File: src/rtl/burst_pkg.sv
package burst_pkg;

  // Strobes from control to datapath
  typedef struct packed {
    logic load;   // capture address, clear offset
    logic adv;    // step offset (never together with load)
  } burstStrb_t;

  // Beat low bits from start value, offset and order
  function automatic logic [1:0] beatBits(input logic [1:0] startVal,
                                          input logic [1:0] offs,
                                          input logic interleave);
    beatBits = interleave ? (startVal ^ offs) : (startVal + offs);
  endfunction

endpackage

File: src/rtl/burst_ctrl.sv
module burst_ctrl
  import burst_pkg::*;
(
  input  logic       clk,
  input  logic       rst,
  input  logic       loadPulse,
  input  logic       advPulse,
  input  logic       orderSel,
  output burstStrb_t strb,
  output logic       orderQ
);

  // Load has priority over advance
  always_comb begin
    strb.load = loadPulse;
    strb.adv  = advPulse & ~loadPulse;
  end

  // Order select takes effect one cycle later
  always_ff @(posedge clk) begin
    if (rst) orderQ <= 1'b0;
    else     orderQ <= orderSel;
  end


  load_wins_chk: assert property (@(posedge clk) disable iff (rst)
    loadPulse |-> !strb.adv);


  order_latency_chk: assert property (@(posedge clk) disable iff (rst)
    (orderSel != orderQ) |=> (orderQ == $past(orderSel)));

endmodule

File: src/rtl/burst_dp.sv
module burst_dp
  import burst_pkg::*;
#(
  parameter int ADDR_W = 17
) (
  input  logic              clk,
  input  logic              rst,
  input  burstStrb_t        strb,
  input  logic              orderQ,
  input  logic [ADDR_W-1:0] addrIn,
  output logic [ADDR_W-1:0] beatAddr
);

  localparam int UP_W = ADDR_W - 2;

  logic [UP_W-1:0] upperQ;
  logic [1:0]      startQ;
  logic [1:0]      offsQ;

  always_ff @(posedge clk) begin
    if (rst) begin
      upperQ <= '0;
      startQ <= '0;
      offsQ  <= '0;
    end else if (strb.load) begin
      upperQ <= addrIn[ADDR_W-1:2];
      startQ <= addrIn[1:0];
      offsQ  <= '0;
    end else if (strb.adv) begin
      offsQ  <= offsQ + 2'd1;   // wraps 3 -> 0
    end
  end

  assign beatAddr = {upperQ, beatBits(startQ, offsQ, orderQ)};


  load_beat0_chk: assert property (@(posedge clk) disable iff (rst)
    strb.load |=> (beatAddr == $past(addrIn)));


  adv_step_chk: assert property (@(posedge clk) disable iff (rst)
    strb.adv |=> (offsQ == 2'($past(offsQ) + 2'd1)));


  hold_chk: assert property (@(posedge clk) disable iff (rst)
    (!strb.load && !strb.adv) |=> $stable(offsQ) && $stable(startQ));


  upper_keep_chk: assert property (@(posedge clk) disable iff (rst)
    !strb.load |=> $stable(beatAddr[ADDR_W-1:2]));

endmodule

File: src/rtl/burst_addr_gen.sv
module burst_addr_gen
  import burst_pkg::*;
#(
  parameter int ADDR_W = 17
) (
  input  logic              clk,
  input  logic              rst,
  input  logic              loadPulse,
  input  logic              advPulse,
  input  logic              orderSel,
  input  logic [ADDR_W-1:0] addrIn,
  output logic [ADDR_W-1:0] beatAddr
);

  burstStrb_t strb;
  logic       orderQ;

  burst_ctrl i_ctrl (
    .clk       (clk),
    .rst       (rst),
    .loadPulse (loadPulse),
    .advPulse  (advPulse),
    .orderSel  (orderSel),
    .strb      (strb),
    .orderQ    (orderQ)
  );

  burst_dp #(.ADDR_W(ADDR_W)) i_dp (
    .clk      (clk),
    .rst      (rst),
    .strb     (strb),
    .orderQ   (orderQ),
    .addrIn   (addrIn),
    .beatAddr (beatAddr)
  );

endmodule

File: config.mk
export PLATFORM = sky130hd
export DESIGN_NAME = burst_addr_gen
export DESIGN_NICKNAME = d
export VERILOG_FILES = /design/src/rtl/burst_pkg.sv /design/src/rtl/burst_ctrl.sv /design/src/rtl/burst_dp.sv /design/src/rtl/burst_addr_gen.sv
export SDC_FILE = /design/constraint.sdc
export NUM_CORES = 1
export LEC_CHECK = 0
export ABC_AREA = 1
export ABC_CLOCK_PERIOD_IN_PS = 900
export BUFFER_PORTS_ARGS = -buffer_cell sky130_fd_sc_hd__buf_2
export CAP_MARGIN = 20
export CELL_PAD_IN_SITES_DETAIL_PLACEMENT = 1
export CELL_PAD_IN_SITES_GLOBAL_PLACEMENT = 1
export CORE_UTILIZATION = 27
export DETAILED_ROUTE_END_ITERATION = 7
export GPL_TIMING_DRIVEN = 0
export PLACE_DENSITY = 0.8
export SLEW_MARGIN = 20
export SYNTH_ARGS = -nofsm -noshare
export SYNTH_HDL_FRONTEND = slang
export SYNTH_SLANG_ARGS = --single-unit
File: constraint.sdc
create_clock -name clk -period 0.9 [get_ports clk]
set_clock_uncertainty 0.05 [all_clocks]
set_input_delay 0.18 -clock clk [delete_from_list [all_inputs] [get_ports clk]]
set_output_delay 0.18 -clock clk [all_outputs]
set_load 0.02 [all_outputs]
# Word level (Yosys, flattened, before mapping)

Index checks and enable logic that the tools add are counted.
Widths: inputs -> output; s select.

Add/subtract/negate cells: 2
Multipliers: 0
Divide/modulo/power cells: 0
$lt $le $gt $ge: 0
Equality and inequality tests: 0
Shift operators: 0
Muxes and demuxes: 1
Bitwise operators: 3
Reduce and logical (&&, ||, !) cells: 1

Operators by type and width:

| cell                | number |
|---|---|
| $add 2x1->2 const B | 1 |
| $add 2x2->2         | 1 |
| $mux 2              | 1 |
| $reduce_or 2->1     | 1 |
| $xor 2x2->2         | 1 |
| $and 1x1->1         | 1 |
| $not 1->1           | 1 |

Bits in registers: 20
Bits in latches: 0
Bits in writable memories: 0
ROM bits: 0
Input port bits: 22
Output and inout bits: 17
Logic and storage cells: 11
Memories kept: 0

# Logic depth before layout (Yosys ltp)

Word-level depth: 2
Gate-level depth with buffers: 6
Gate-level depth less buffers: 6

# Cells and area by module

A second synthesis with hierarchy kept.

Cell total of the unflattened synthesis: 104
Area total of the unflattened synthesis: 810.8 um^2

Modules (own cells, without submodules):

| module     | instances | cells an instance | area an instance (um^2) | sequential area each (um^2) |
|---|---|---|---|---|
| burst_dp   | 1         | 98                | 763.2                   | 380.4 |
| burst_ctrl | 1         | 6                 | 47.5                    | 20.0 |

# Least setup slack after synthesis

OpenSTA, ideal clock, no wires.

Kind: register to output
Start point: register i_dp.offsQ[0]
End point: output beatAddr[1]
Data arrival time: 805 ps
Required time: 670 ps
Path slack: -135 ps
Cell stages (with the launch flop): 7
Path buffers: 0
Path through: dfxtp_1 > ha_1 > inv_1 > nor2_1 > nand3_1 > nand2_1 > inv_1

Longest elaborated chain between the ends: 2

RTL lines:

| element                | RTL line             | text |
|---|---|---|
| start, declared        | burst_dp.sv:18       | `logic [1:0] offsQ;` |
| start signal, assigned | burst_dp.sv:30       | `offsQ <= offsQ + 2'd1;` |
| $add 2x2->2            | burst_pkg.sv:13      | `beatBits = interleave ? (startVal ^ offs) : (startVal + offs);` |
| $mux 2                 | burst_pkg.sv:13      |  |
| end, declared          | burst_addr_gen.sv:12 | `output logic [ADDR_W-1:0] beatAddr` |

No other way between the ends.

# Worst setup path in the final report

Ends and elaborated chain as after synthesis.

==> results.md <==
- CP max FO: 2
- Synth Net Count: about 120
- Sw Share: between 20% and 30%
- All-layer global routing usage: between 10% and 20%
- Met3 WL post-DR: about 120 µm
- CTS tree: done
- Power per cell area: about 1700 mW/mm²
- Drc violations: 0
- DR top layer: met4
- Core area: between 0.002 and 0.003 mm²
- Yosys reg bits: 20
- Lkg Pwr: 0.591 nW
- Top-count cell post-synth: nor2_1
- Dpl cells: roughly 170
- # port buffers: 37
- Antenna Cells: 0
- Fraction of the yosys area taken by sequential cells: 50.6%
- Htree depth: 1
- Post-route antenna net violation count: 0
- Post-route setup slack: -0.532 ns
- Row Count: 19
- Routability cong.: approximately 0.63
- DR WL met2: 1070 µm
- Fin crit share: 159%
- Slew headroom: a little under nine tenths
- Total grt overflow: 0
- Post-synth EDFFs: 0
- Post-synth top cells: nor2_1 (35), dfxtp_1 (20), o21ai_1 (10)
- Share of cells above drive strength 1: a little over half
- CTS Buffer Depth: 2
- Top FF cell, synth: dfxtp_1
- RSZ-0062 raised after global routing: true
- Mapped Area: between 700 and 800 µm²
- Int Pwr: 1.61 mW
- Initial antenna violation count: 0
- Clock Pin Slew Worst Setup and Hold Paths: 0.11 ns
- Syn_area_per_cell: approximately 8 µm²
- Failing checks: setup timing
- CP required: 0.67 ns
- Vias/cell: roughly 4.5
- Psw: roughly 530 µW
- Area Growth Syn to Fin: 56.5%
- Arrival @ worst endpoint: 1.20 ns
- Finished Layout Cells: approximately 170
- Synth top area share: roughly half
- # setup viols final: 17
- Initial DRC Count: 12
- Synth top area cells: dfxtp_1 (51%), nor2_1 (17%), o21ai_1 (6.3%)
- Synth area leader: dfxtp_1
- DIE WIDTH: around 56 µm
- Post-Syn Instances: about 100
- Die Ht: 56.1 µm
- Routed len/inst: about 12 µm
- Async set-or-reset flop fraction in the synthesized netlist: 0%
- Cell variety after synth: 15
- Largest net degree at the start of global routing: 13
- WS Path Type: reg -> out
- CP Capture Type: primary output
- Met1 WL: ~920 µm
- Reg2reg path depth: 5
- Clock Sinks: 20
- Hold WC Path Type: in -> reg
- Vias in the first global route: approximately 800
- Max Clock Freq: between 0.6 and 0.7 GHz
- Logic gate share of total power: 19.3%
- Total iterations of the first detailed-routing run: 3
- Starting density of the core: 28.7%
- Sequential Power Share: between 40% and 50%
- Max-slew violation count: 0
- CTS root buf: clkbuf_4
- Routed via count: a little under 800
- Layout Nets: roughly 170
- Crit path launch type: register
- Fin. Hold Viols: 0
- Status: complete, but fails checks
- MaxCap Viol Count: 0
- Synth Warn #: 0
- Max IR drop VDD: 0.817 mV
- Clk pwr share: between 30 and 40%
- Final WL: between 2000 and 2500 µm
- Clock Latency Late Sink: between 0.2 and 0.3 ns
- Tmin final: 1.43 ns
- Design Power: 2.14 mW
- Worst-Margin Slew: between 0.2 and 0.25 ns
- I/O Pins: 39
- Hpwl dp: roughly 1500 µm
- Die Area: roughly 0.0031 mm²
- WHS Path Cells: 2
- TritonCTS buffer count: 3
- DP Worst Slack: -0.239 ns
- First-pass GRT wire length: between 3000 and 4000 µm
## layout by cell type (no fill, tap or decap)
cell / instances
buf_2: 20
inv_2: 3
dfxtp_1: 2
ha_4: 1
dfxtp_2: 18
inv_4: 1
nor2_4: 1
bufinv_16: 1
nor2_2: 3
nand2_4: 1
o21ai_1: 11
nand3_1: 2
buf_4: 2
inv_8: 1
clkbuf_4: 3
buf_12: 1
buf_6: 19
nand2_1: 6
inv_1: 4
o21ai_2: 1
a21oi_1: 1
nor2_1: 34
o21ai_0: 7
## power by group through the flow
stage | logic, mW | clock network (mW) | registers (mW)
final | 0.413 | 0.734 | 0.996
after global routing | 0.449 | 0.795 | 1.00
after CTS | 0.411 | 0.756 | 0.996
after detailed placement | 0.330 | 0 | 0.996
after global placement | 0.321 | 0 | 0.992
after floorplan | 0.151 | 0 | 1.05
## stage by stage
stage	util, %	area (µm²)	hold slack (ns)	TNS [ns]
final	44.9	1240	0.0225	-2.32
after global routing	44.9	1240	0.0184	-3.07
after CTS	44.5	1230	0.0135	-2.57
after detailed placement	37.3	1030	0.338	-0.290
after global placement	37.3	1030	0.333	-0.279
after floorplan	-	806	0.201	-0.0718
## cell families after synthesis
group	synth area share (%)
DFF	50.6
adders and majority gates	1.58
AOI/OAI and AO/OA	12.7
and+or+nand+nor	23.6
buffers and inverters	11.6
## area by class of cell
| cell class | instances | area (µm²) |
|---|---|---|
| plain buffers | 4 | 50.0 |
| clock buffers | 3 | 22.5 |
| clock inverters | 1 | 30.0 |
| fillers | 346 | 1520 |
| inverters | 9 | 43.8 |
| multi-input cells | 68 | 330 |
| flip-flops and latches | 20 | 423 |
| well taps | 31 | 38.8 |
| repair buffers | 38 | 299 |
## registers in the layout, summed over array words and instances, names as in the netlist
register,cells
i_dp.startQ,2
i_ctrl.orderQ,1
i_dp.offsQ,2
i_dp.upperQ,15
## critical path, stage by stage (launching register included)
cell     delay (ns)
dfxtp_2        0.37
ha_4           0.14
inv_2          0.03
nor2_1         0.08
nand3_1        0.07
nand2_1        0.08
inv_2          0.04
buf_6          0.12
## path summary, 6_finish.rpt
check	start	endpoint	slack, ns
setup / recovery	i_dp.offsQ[0]$_SDFFE_PP0P_	beatAddr[1]	-0.53
hold / removal	rst	i_ctrl.orderQ$_SDFF_PP0_	0.02
setup reg to reg	i_dp.offsQ[0]$_SDFFE_PP0P_	i_dp.offsQ[1]$_SDFFE_PP0P_	0.01
hold reg to reg	i_dp.upperQ[2]$_SDFFE_PP0P_	i_dp.upperQ[2]$_SDFFE_PP0P_	0.45
## per-layer routing
layer	vias up	GRT usage, %
li1	398	-
met1	350	18.1
met2	27	24.1
met3	4	3.95
met4	0	6.62
met5	-	0
## repair_timing
| item | CTS | global route |
|---|---|---|
| setup buffers | 1 | 1 |
| setup endpoints to repair | 18 | 18 |
| pin swaps | 6 | 5 |
| resized for setup | 55 | 5 |
| hold buffers | 0 | 0 |
Note: power is estimated with default switching activity, not from simulation.
